[src/rtl/ptw_pkg.sv]
package ptw_pkg;

  localparam int unsigned VA_W       = 32;
  localparam int unsigned TBL_ALIGN  = 14;
  localparam int unsigned TBL_HI_W   = VA_W - TBL_ALIGN;
  localparam int unsigned SECT_SH    = 20;
  localparam int unsigned LARGE_SH   = 16;
  localparam int unsigned SMALL_SH   = 12;
  localparam int unsigned TINY_SH    = 10;
  localparam int unsigned L1_IDX_W   = VA_W - SECT_SH;
  localparam int unsigned C_BASE_LSB = 10;
  localparam int unsigned L1_HI_W    = VA_W - C_BASE_LSB;
  localparam int unsigned DOM_W      = 4;
  localparam int unsigned AP_W       = 8;
  localparam int unsigned AP_SUB_W   = 2;
  localparam int unsigned AP_REP     = AP_W / AP_SUB_W;
  localparam int unsigned CNT_W      = 2;

  localparam logic [1:0] SZ_TINY  = 2'd0;
  localparam logic [1:0] SZ_SMALL = 2'd1;
  localparam logic [1:0] SZ_LARGE = 2'd2;
  localparam logic [1:0] SZ_SECT  = 2'd3;

  typedef enum logic [2:0] {
    WS_IDLE, WS_L1_FETCH, WS_L1_DECODE, WS_L2_FETCH, WS_L2_DECODE, WS_DONE
  } walk_st_e;

  typedef enum logic [1:0] {
    L1K_FAULT  = 2'b00,
    L1K_COARSE = 2'b01,
    L1K_SECT   = 2'b10,
    L1K_FINE   = 2'b11
  } l1_kind_e;

  typedef struct packed {
    logic [L1_HI_W-1:0]  hi;
    logic [AP_SUB_W-1:0] ap;
    logic [DOM_W-1:0]    dom;
    logic [1:0]          cb;
    l1_kind_e            kind;
  } l1_fields_t;

  typedef struct packed {
    logic             fault;
    logic             lvl;
    logic [VA_W-1:0]  paddr;
    logic [1:0]       size;
    logic [DOM_W-1:0] dom;
    logic [1:0]       cb;
    logic [AP_W-1:0]  ap;
  } walk_res_t;

endpackage

[src/rtl/ptw_l1_decode.sv]
module ptw_l1_decode
  import ptw_pkg::*;
(
  input  l1_fields_t      fld,
  input  logic [VA_W-1:0] va,
  output logic            walk_l2,
  output logic [VA_W-1:0] l2_addr,
  output walk_res_t       sect_res
);

  logic fine;

  assign fine    = (fld.kind == L1K_FINE);
  assign walk_l2 = (fld.kind == L1K_COARSE) || fine;

  always_comb begin
    if (fine) begin
      l2_addr = {fld.hi[L1_HI_W-1:SMALL_SH-C_BASE_LSB], va[SECT_SH-1:TINY_SH], 2'b00};
    end else begin
      l2_addr = {fld.hi, va[SECT_SH-1:SMALL_SH], 2'b00};
    end
  end

  always_comb begin
    sect_res.fault = (fld.kind == L1K_FAULT);
    sect_res.lvl   = 1'b0;
    sect_res.paddr = {fld.hi[L1_HI_W-1:SECT_SH-C_BASE_LSB], va[SECT_SH-1:0]};
    sect_res.size  = SZ_SECT;
    sect_res.dom   = fld.dom;
    sect_res.cb    = fld.cb;
    sect_res.ap    = {AP_REP{fld.ap}};
  end

endmodule

[src/rtl/ptw_l2_decode.sv]
module ptw_l2_decode
  import ptw_pkg::*;
(
  input  logic [VA_W-1:0]  desc,
  input  logic [VA_W-1:0]  va,
  input  logic             fine,
  input  logic [DOM_W-1:0] dom,
  output walk_res_t        res
);

  always_comb begin
    res.fault = 1'b0;
    res.lvl   = 1'b1;
    res.paddr = '0;
    res.size  = SZ_TINY;
    res.dom   = dom;
    res.cb    = desc[3:2];
    res.ap    = desc[11:4];
    unique case (desc[1:0])
      2'b01: begin
        res.paddr = {desc[VA_W-1:LARGE_SH], va[LARGE_SH-1:0]};
        res.size  = SZ_LARGE;
      end
      2'b10: begin
        res.paddr = {desc[VA_W-1:SMALL_SH], va[SMALL_SH-1:0]};
        res.size  = SZ_SMALL;
      end
      2'b11: begin
        res.fault = !fine;
        res.paddr = {desc[VA_W-1:TINY_SH], va[TINY_SH-1:0]};
        res.size  = SZ_TINY;
        res.ap    = {AP_REP{desc[5:4]}};
      end
      default: res.fault = 1'b1;
    endcase
  end

endmodule

[src/rtl/ptw_walker.sv]
module ptw_walker
  import ptw_pkg::*;
(
  input  logic                clk,
  input  logic                rst_n,
  input  logic [TBL_HI_W-1:0] tbl_base_hi,
  input  logic                req_valid,
  output logic                req_ready,
  input  logic [VA_W-1:0]     req_vaddr,
  output logic                mem_rd_req,
  output logic [VA_W-1:0]     mem_rd_addr,
  input  logic                mem_rd_valid,
  input  logic [VA_W-1:0]     mem_rd_data,
  output logic                rsp_valid,
  input  logic                rsp_ack,
  output logic                rsp_fault,
  output logic                rsp_fault_lvl,
  output logic [VA_W-1:0]     rsp_paddr,
  output logic [1:0]          rsp_size,
  output logic [DOM_W-1:0]    rsp_domain,
  output logic [1:0]          rsp_cb,
  output logic [AP_W-1:0]     rsp_ap
);

  // reset: asserted asynchronously, released on the clock
  logic [1:0] rst_sync_q;
  logic       rst_ni;

  always_ff @(posedge clk or negedge rst_n) begin
    if (!rst_n) rst_sync_q <= 2'b00;
    else        rst_sync_q <= {rst_sync_q[0], 1'b1};
  end
  assign rst_ni = rst_sync_q[1];

  walk_st_e        st_q, st_d;
  logic [VA_W-1:0] va_q;
  l1_fields_t      l1_q, l1_d;
  logic [VA_W-1:0] l2_q;
  walk_res_t       res_q, res_d;
  logic            va_en, l1_en, l2_en, res_en;

  logic            walk_l2;
  logic [VA_W-1:0] l2_addr;
  walk_res_t       sect_res, page_res;
  logic [VA_W-1:0] l1_addr;

  ptw_l1_decode u_l1 (
    .fld      (l1_q),
    .va       (va_q),
    .walk_l2  (walk_l2),
    .l2_addr  (l2_addr),
    .sect_res (sect_res)
  );

  ptw_l2_decode u_l2 (
    .desc (l2_q),
    .va   (va_q),
    .fine (l1_q.kind == L1K_FINE),
    .dom  (l1_q.dom),
    .res  (page_res)
  );

  assign l1_addr = {tbl_base_hi, va_q[VA_W-1:SECT_SH], 2'b00};

  // next state
  always_comb begin
    st_d = st_q;
    unique case (st_q)
      WS_IDLE:      if (req_valid)    st_d = WS_L1_FETCH;
      WS_L1_FETCH:  if (mem_rd_valid) st_d = WS_L1_DECODE;
      WS_L1_DECODE: st_d = walk_l2 ? WS_L2_FETCH : WS_DONE;
      WS_L2_FETCH:  if (mem_rd_valid) st_d = WS_L2_DECODE;
      WS_L2_DECODE: st_d = WS_DONE;
      WS_DONE:      if (rsp_ack)      st_d = WS_IDLE;
      default:      st_d = WS_IDLE;
    endcase
  end

  // clock enables and register inputs
  always_comb begin
    va_en  = (st_q == WS_IDLE) && req_valid;
    l1_en  = (st_q == WS_L1_FETCH) && mem_rd_valid;
    l2_en  = (st_q == WS_L2_FETCH) && mem_rd_valid;
    res_en = ((st_q == WS_L1_DECODE) && !walk_l2) || (st_q == WS_L2_DECODE);
    res_d  = (st_q == WS_L1_DECODE) ? sect_res : page_res;
    l1_d.hi   = mem_rd_data[VA_W-1:C_BASE_LSB];
    l1_d.ap   = mem_rd_data[11:10];
    l1_d.dom  = mem_rd_data[8:5];
    l1_d.cb   = mem_rd_data[3:2];
    l1_d.kind = l1_kind_e'(mem_rd_data[1:0]);
  end

  always_ff @(posedge clk or negedge rst_ni) begin
    if (!rst_ni) begin
      st_q  <= WS_IDLE;
      va_q  <= '0;
      l1_q  <= '0;
      l2_q  <= '0;
      res_q <= '0;
    end else begin
      st_q <= st_d;
      if (va_en)  va_q  <= req_vaddr;
      if (l1_en)  l1_q  <= l1_d;
      if (l2_en)  l2_q  <= mem_rd_data;
      if (res_en) res_q <= res_d;
    end
  end

  assign req_ready     = (st_q == WS_IDLE);
  assign mem_rd_req    = (st_q == WS_L1_FETCH) || (st_q == WS_L2_FETCH);
  assign mem_rd_addr   = (st_q == WS_L2_FETCH) ? l2_addr : l1_addr;
  assign rsp_valid     = (st_q == WS_DONE);
  assign rsp_fault     = res_q.fault;
  assign rsp_fault_lvl = res_q.lvl;
  assign rsp_paddr     = res_q.paddr;
  assign rsp_size      = res_q.size;
  assign rsp_domain    = res_q.dom;
  assign rsp_cb        = res_q.cb;
  assign rsp_ap        = res_q.ap;

  // ---------------------------------------------------------------
  // assertions
  // ---------------------------------------------------------------
  logic [CNT_W-1:0] rd_seen_q;

  always_ff @(posedge clk or negedge rst_ni) begin
    if (!rst_ni) begin
      rd_seen_q <= '0;
    end else if (req_valid && req_ready) begin
      rd_seen_q <= '0;
    end else if (mem_rd_req && mem_rd_valid && (rd_seen_q != '1)) begin
      rd_seen_q <= rd_seen_q + 1'b1;
    end
  end

  assert_rd_count_R8: assert property (@(posedge clk) disable iff (!rst_ni)
    $rose(rsp_valid) |->
      rd_seen_q == (((rsp_fault && !rsp_fault_lvl) || (!rsp_fault && rsp_size == SZ_SECT))
                    ? 2'd1 : 2'd2));

  assert_accept_R10: assert property (@(posedge clk) disable iff (!rst_ni)
    req_valid && req_ready |=> mem_rd_req && !req_ready);

  assert_hold_R11: assert property (@(posedge clk) disable iff (!rst_ni)
    rsp_valid && !rsp_ack |=> rsp_valid && $stable(rsp_paddr) && $stable(rsp_fault)
                              && $stable(rsp_size) && $stable(rsp_ap));

  assert_release_R11: assert property (@(posedge clk) disable iff (!rst_ni)
    rsp_valid && rsp_ack |=> !rsp_valid && req_ready);

  assert_addr_stable_R13: assert property (@(posedge clk) disable iff (!rst_ni)
    mem_rd_req && !mem_rd_valid |=> mem_rd_req && $stable(mem_rd_addr));

  assert_sect_offset_R2: assert property (@(posedge clk) disable iff (!rst_ni)
    $rose(rsp_valid) && !rsp_fault && rsp_size == SZ_SECT |->
      rsp_paddr[SECT_SH-1:0] == va_q[SECT_SH-1:0]);

  assert_tiny_offset_R4: assert property (@(posedge clk) disable iff (!rst_ni)
    $rose(rsp_valid) && !rsp_fault && rsp_size == SZ_TINY |->
      rsp_paddr[TINY_SH-1:0] == va_q[TINY_SH-1:0]);

  assert_one_read_R12: assert property (@(posedge clk) disable iff (!rst_ni)
    mem_rd_req |-> !rsp_valid && !req_ready);

endmodule

[config.mk]
export PLATFORM = sky130hd
export DESIGN_NAME = ptw_walker
export DESIGN_NICKNAME = d
export VERILOG_FILES = /design/src/rtl/ptw_pkg.sv /design/src/rtl/ptw_l1_decode.sv /design/src/rtl/ptw_l2_decode.sv /design/src/rtl/ptw_walker.sv
export SDC_FILE = /design/constraint.sdc
export NUM_CORES = 1
export LEC_CHECK = 0
export CORE_UTILIZATION = 51
export DETAILED_ROUTE_END_ITERATION = 8
export GPL_TIMING_DRIVEN = 0
export PLACE_DENSITY = 0.81
export SLEW_MARGIN = 20
export SYNTH_ARGS = -nofsm -noshare
export SYNTH_HDL_FRONTEND = slang
export SYNTH_HIERARCHICAL = 1
export SYNTH_SLANG_ARGS = --single-unit
[constraint.sdc]
create_clock -name clk -period 6 [get_ports clk]
set_clock_uncertainty 0.05 [all_clocks]
set_input_delay 1.2 -clock clk [delete_from_list [all_inputs] [get_ports clk]]
set_output_delay 1.2 -clock clk [all_outputs]
set_load 0.01 [all_outputs]
==> results.md, run 1 <==
- Rel. slew slack: between 50% and 60%
- Final Hold Vio Count: 0
- Max VDD drop: 0.3557 mV
- H-tree level count: 4
- Synth area leader: dfrtp_1
- Routed wl met2: roughly 9700 µm
- Initial Util: between 50% and 60%
- Core region area: roughly 15000 µm²
- Fillers: just over 1000
- Most common flop cell mapped by yosys: dfrtp_1
- RSZ-0062 raised after global routing: no
- Post-synthesis register bit count: 149
- Pwr dens: roughly 570 nW/µm²
- Met1 wire length: between 8000 and 9000 µm
- Critical-path maximum fanout: 10
- Yosys warns: 6
- Most common cell in the netlist: dfrtp_1
- Area share of the largest cell type after synthesis: roughly 50%
- Synth area leaders: dfrtp_1 49%, mux2_2 20%, buf_4 7.8%, a21oi_2 5.7%, o22ai_1 4.1%
- WL met3: ~870 µm
- Final Util: a little over two thirds
- Pre-antenna DRT Iters: 4
- Remaining DRCs: 0
- CP startpoint kind: flip-flop
- Synth cell count leaders: 149 x dfrtp_1, 136 x mux2_2, 80 x buf_4, 59 x inv_1
- Cts hold-fix bufs: 0
- Post-DP HPWL: between 10000 and 15000 µm
- Crit Path Class: flip-flop to output port
- Post-synthesis cell area: about 7700 µm²
- Die Ht: roughly 120 µm
- GPL Wtd Cong: around 0.84
- Netlist cell types: 38
- Flop2flop setup slack: ~3.8 ns
- WL final: about 19000 µm
- Root Driver: clkbuf_16
- Hold crit path type: flip-flop to asynchronous set/reset pin
- CTS tree: built
- Required time of the critical path: between 4 and 5 ns
- Layout cell share with drive strength beyond 1: a little under two fifths
- Num rows: 44
- Die width: between 100 and 150 µm
- Cts repair resizes: 0
- ANT nets after route: 0
- Highest Signal Layer: met4
- Status: completed
- Final-report max-slew violation count: 0
- Syn avg cell area: around 12 µm²
- Initial antenna violation count: 1
- Peak Freq: between 0.2 and 0.25 GHz
- Synth Instances: 653
- Worst reg-to-reg path cell count: 7
- Vias post-DR: approximately 5500
- EDFF count, synth: 0
- Setup TNS: 0 ns
- Ports: ~170
- Post-synthesis async set-or-reset flop share: 100.0%
- Leak: between 4 and 5 nW
- Total clock buffers created by CTS: 17
- Final worst-path cycle share: between 60 and 70%
- Vias in the first global route: 6128
- Nets: 940
- DR iter-0 viols: ~240
- Clock transition at path regs: 0.06 ns
- Worst r2r src: l2_q[1]
- Final setup viols: 0
- First-pass GRT wire length: roughly 31000 µm
- Seq/Total Area, Yosys: between 40% and 50%
- DR WL/cell: roughly 18 µm
- CP Capture Type: output port
- CP arrival: ~2.9 ns
- Reg-to-Reg End: rsp_paddr[23]
- GRT Total Usage: between 20% and 30%
- Maxcap violations: 0
- GRT overflow: 0
- Clk buf depth: 2
- Postcts setup bufs: 0
- IO buf count: approximately 170
- P&R area growth vs syn: 34.24%
- Die area: roughly 16000 µm²
- CTS Sinks: approximately 150
- Minimum clock period: roughly 4.2 ns
- Pin count of the biggest net entering global routing: 53
- Worst Tran Pin Value: approximately 0.67 ns
- Vias per inst: between 5 and 6
- Clk_lat worst skew: approximately 0.42 ns
[per-stage QoR]
stage / setup slack, ns / power, mW / cell area (µm²) / instances / hold slack (ns)
2_1_floorplan: 1.491 / 3.694 / 7690 / 656 / 0.2812
3_3_place_gp: 0.01002 / 4.627 / 9612 / 1009 / 0.2879
3_5_place_dp: 2.294 / 4.757 / 9671 / 1011 / 0.2950
4_1_cts: 1.838 / 5.937 / 10300 / 1043 / 0.3082
5_1_grt: 1.694 / 6.256 / 10310 / 1044 / 0.3263
6_report: 1.839 / 5.907 / 10310 / 1044 / 0.2902
[critical path, cell delays in order (launching register included)]
cell and delay, ns:
dfrtp_1 0.42, clkbuf_1 0.21, nand3_1 0.40, clkbuf_1 0.55
mux2_2 0.40, clkdlybuf4s50_1 0.51
[cell type report]
type                       instances  area (µm²)  area share (%)
tap                              184       230.2           2.234
clock inverter                    10       150.1           1.457
sequential                       149        3732           36.21
multi-input combinational        327        2908           28.21
antenna                            1       2.502         0.02428
inverter                          59       221.5           2.149
buffer                           121       832.0           8.072
timing repair buffer             171        1747           16.95
clock buffer                      22       484.2           4.698
[worst max-delay path by stage]
stage / from / endpoint / slack, ns / cells past startpoint
after floorplan: rst_sync_q[1] / l1_q[0] / 1.49 / 0
after global placement: rst_sync_q[1] / l1_q[24] / 0.01 / 0
after detailed placement: st_q[0] / mem_rd_addr[12] / 2.29 / 5
after CTS: st_q[0] / mem_rd_addr[12] / 1.84 / 5
after global routing: st_q[0] / mem_rd_addr[12] / 1.69 / 5
final: st_q[0] / mem_rd_addr[12] / 1.84 / 5
[cell usage in the layout (no fill, tap or decap), types with 2 or more instances in the layout]
master	n
o21ai_0	11
and2_1	2
buf_4	80
o22ai_1	50
clkbuf_16	17
buf_1	2
mux2_2	136
bufinv_16	4
buf_2	7
ha_1	7
clkdlybuf4s50_1	169
clkbuf_1	23
buf_6	9
conb_1	7
nand2_1	9
nor2_1	4
inv_1	59
dfrtp_1	148
clkbuf_8	4
nor3b_1	26
clkinv_2	6
buf_16	2
a21oi_1	6
a21oi_2	50
[state kept, by name, summed over array words and instances (netlist names)]
signal,flops
l1_q,30
l2_q,32
rsp_ap,8
rsp_cb,2
rsp_domain,4
rsp_fault,1
rsp_fault_lvl,1
rsp_paddr,32
rsp_size,2
rst_sync_q,2
st_q,3
va_q,32
[power breakdown]
| part | total [mW] | internal, mW | switching, mW |
|---|---|---|---|
| clock | 1.14 | 0.736 | 0.404 |
| combinational | 2.87 | 1.67 | 1.20 |
| sequential | 1.89 | 1.52 | 0.370 |
| total | 5.91 | 3.93 | 1.98 |
[cell families after synthesis]
kind of cell | share of synthesized area (%)
flip-flops | 48.56
AO/OA/AOI/OAI | 11.44
adder cells (fa/ha/maj) | 1.141
AND/OR/NAND/NOR | 4.725
buffers and inverters | 13.72
other | 0.1955
multiplexers | 20.22
[metal layers]
| metal | vias up | GRT usage, % |
|---|---|---|
| met3 | 23 | 6.658 |
| met5 | - | 0 |
| li1 | 2547 | - |
| met4 | 0 | 9.355 |
| met2 | 156 | 43.03 |
| met1 | 2734 | 31.70 |
No activity file was read; power rests on OpenSTA's default activity.
==> run 2, diff against run 1 <==
==> constraint.sdc (replaced) <==
create_clock -name clk -period 4 [get_ports clk]
set_clock_uncertainty 0.05 [all_clocks]
set_input_delay 0.8 -clock clk [delete_from_list [all_inputs] [get_ports clk]]
set_output_delay 0.8 -clock clk [all_outputs]
set_load 0.01 [all_outputs]
==> run 2 against run 1 <==
  * Global-route usage shrank 0.21 points
  * Die area is the same
  * Critical endpoint unchanged
  * Sequential cell count is the same
==> results.md, run 2 (synthesis gave the netlist of run 1 again) <==
- Status: completed
- Die Ht: 124.7 µm (unchanged)
- Crit-path most repeated cell: clkbuf_1
- Commonest non-fill, non-tap cell in the layout: clkdlybuf4s50_1
- Final setup viols: 0 (unchanged)
- GRT overflow: 0 (unchanged)
- Final-report max-slew violation count: 0 (unchanged)
- DR iter-0 viols: 334 (+37%)
- IO buf count: 169 (unchanged)
- Core region area: 14590 µm² (unchanged)
- Total power: 8.878 mW (+50%)
- DR WL/cell: 18.01 µm (-1.1%)
- Crit Path Class: flip-flop to output port
- Post-Layout Cell Count: 1042 (-0.19%)
- Root Driver: clkbuf_16
- Vias post-DR: 5527 (+1.2%)
- Minimum clock period: between 3 and 4 ns
- Peak Freq: between 0.2 and 0.3 GHz
- CP Capture Type: output port
- Hold endpoint: rst_sync_q[1]
- Postcts setup bufs: 0 (unchanged)
- First-pass GRT wire length: 30860 µm (-1.4%)
- CTS tree: built
- Initial Util: 52.63% (unchanged)
- Die area: 15550 µm² (unchanged)
- CP arrival: 2.94 ns (+0.03 ns)
- CTS Sinks: 149 (unchanged)
- Setup WS pre-CTS: 0.6787 ns (-1.615 ns)
- Worst setup margin: 0.2091 ns (-1.630 ns)
- Setup TNS: 0 ns (unchanged)
- GPL Wtd Cong: 0.8253 (-1.2%)
- Reg-to-Reg End: va_q[3]
- Num rows: 44 (unchanged)
- Most frequent cells in the layout: 169 x clkdlybuf4s50_1, 148 x dfrtp_1, 136 x mux2_2
- Vias per inst: 5.304 (+1.4%)
- Clk buf depth: 2 (unchanged)
- Cts repair resizes: 0 (unchanged)
- Die width: 124.7 µm (unchanged)
- P&R area growth vs syn: 34.27% (about the same)
- Design area: 10310 µm² (about the same)
- Pwr dens: 861.1 nW/µm² (+50%)
- Vias in the first global route: 6092 (-0.59%)
- Rel. slew slack: 53.58% (-2.0 points)
- Pre-antenna DRT Iters: 4 (unchanged)
- Flop2flop setup slack: 1.86 ns (-1.98 ns)
- Remaining DRCs: 0 (unchanged)
- Worst hold path cell count: 0
- Fin Hold WS: 0.3086 ns (+0.01838 ns)
- ANT nets after route: 0 (unchanged)
- Layout cell share with drive strength beyond 1: 37.41% (-0.19 points)
- HP Start: rst_sync_q[0]
- Clk_lat worst skew: 0.43 ns (about the same)
- # placed instances: 1011 (unchanged)
- Slowest cell on the critical path: clkbuf_1
- Final worst-path cycle share: a little over nine tenths
- Worst r2r src: st_q[2]
- Nets: 940 (unchanged)
- RSZ-0062 raised after global routing: no
- H-tree level count: 4 (unchanged)
- Post-DP HPWL: 13350 µm (-0.55%)
- Multi-input logic area: 2908 µm² (unchanged)
- Final Util: 70.67% (about the same)
- Worst reg-to-reg path cell count: 6 (-1)
- Crit-path max cell delay: 0.55 ns (about the same)
- Hold crit path type: flip-flop to flip-flop
- Total clock buffers created by CTS: 17 (unchanged)
- Initial antenna violation count: 0 (-1)
- Required time of the critical path: 3.15 ns (-1.60 ns)
- Crit path cell chain: clkbuf_1 -> nand3_1 -> clkbuf_1 -> mux2_2 -> clkdlybuf4s50_1
- Diode count: 0 (-1)
- CP startpoint kind: flip-flop
- GRT Total Usage: 25.41% (-0.21 points)
- Post-Place Cell Area: 9671 µm² (unchanged)
- Pin count of the biggest net entering global routing: 53 (unchanged)
- Worst Tran Pin Value: 0.6963 ns (+0.03009 ns)
- Clock transition at path regs: 0.07 ns (about the same)
- WL final: 18760 µm (-1.3%)
- Cts hold-fix bufs: 0 (unchanged)
- Maxcap violations: 0 (unchanged)
- Critical-path maximum fanout: 10 (unchanged)
- Final Hold Vio Count: 0 (unchanged)
- Fillers: 1028 (+0.78%)
- Leak: 4.540 nW (about the same)
- Total area of sequential cells: 3732 µm² (unchanged)
- Ports: 172 (unchanged)
- Max VDD drop: 0.4297 mV (+21%)
## run 2: changes by cell type in the layout (fill, tap and decap cells not counted)
cell and delta:
bufinv_16 +1, clkbuf_1 +1, clkbuf_8 -2, clkinv_2 -2, clkinv_4 +1, diode_2 -1
## run 2: cell type report
class	instances	area share, %
Buffer	121	8.070
Clock buffer	21	4.466
Clock inverter	10	1.735
Inverter	59	2.148
Multi-Input combinational cell	327	28.20
Sequential cell	149	36.20
Tap cell	184	2.233
Timing Repair Buffer	171	16.94
## run 2: worst max-delay path, delay by kind of cell (launching register included)
| kind | cells | cell delay [ns] |
|---|---|---|
| mux | 1 | 0.41 |
| flops | 1 | 0.42 |
| simple gates | 1 | 0.39 |
| buf+inv | 3 | 1.30 |
## run 2: where the power goes
group / total [mW] / switching [mW] / leakage [nW] / internal, mW
registers: 2.83 / 0.549 / 1.75 / 2.28
logic: 4.30 / 1.80 / 2.47 / 2.50
clock network: 1.75 / 0.612 / 0.317 / 1.13
total: 8.88 / 2.96 / 4.54 / 5.92
## run 2: how the worst max path moves through the flow
stage | startpoint | endpoint | depth (start not counted)
after detailed placement | st_q[0] | mem_rd_addr[12] | 5
after floorplan | rst_sync_q[1] | l1_q[0] | 0
after global routing | st_q[0] | mem_rd_addr[12] | 5
after CTS | st_q[0] | mem_rd_addr[12] | 5
final | st_q[0] | mem_rd_addr[12] | 5
after global placement | rst_sync_q[1] | l1_q[29] | 0
## run 2: routing by layer
layer | share of wire [%] | global-route usage [%]
met3 | 5.7 | 5.971
met5 | 0 | 0
met1 | 42 | 31.62
met4 | 2.1 | 9.001
met2 | 50 | 43.09
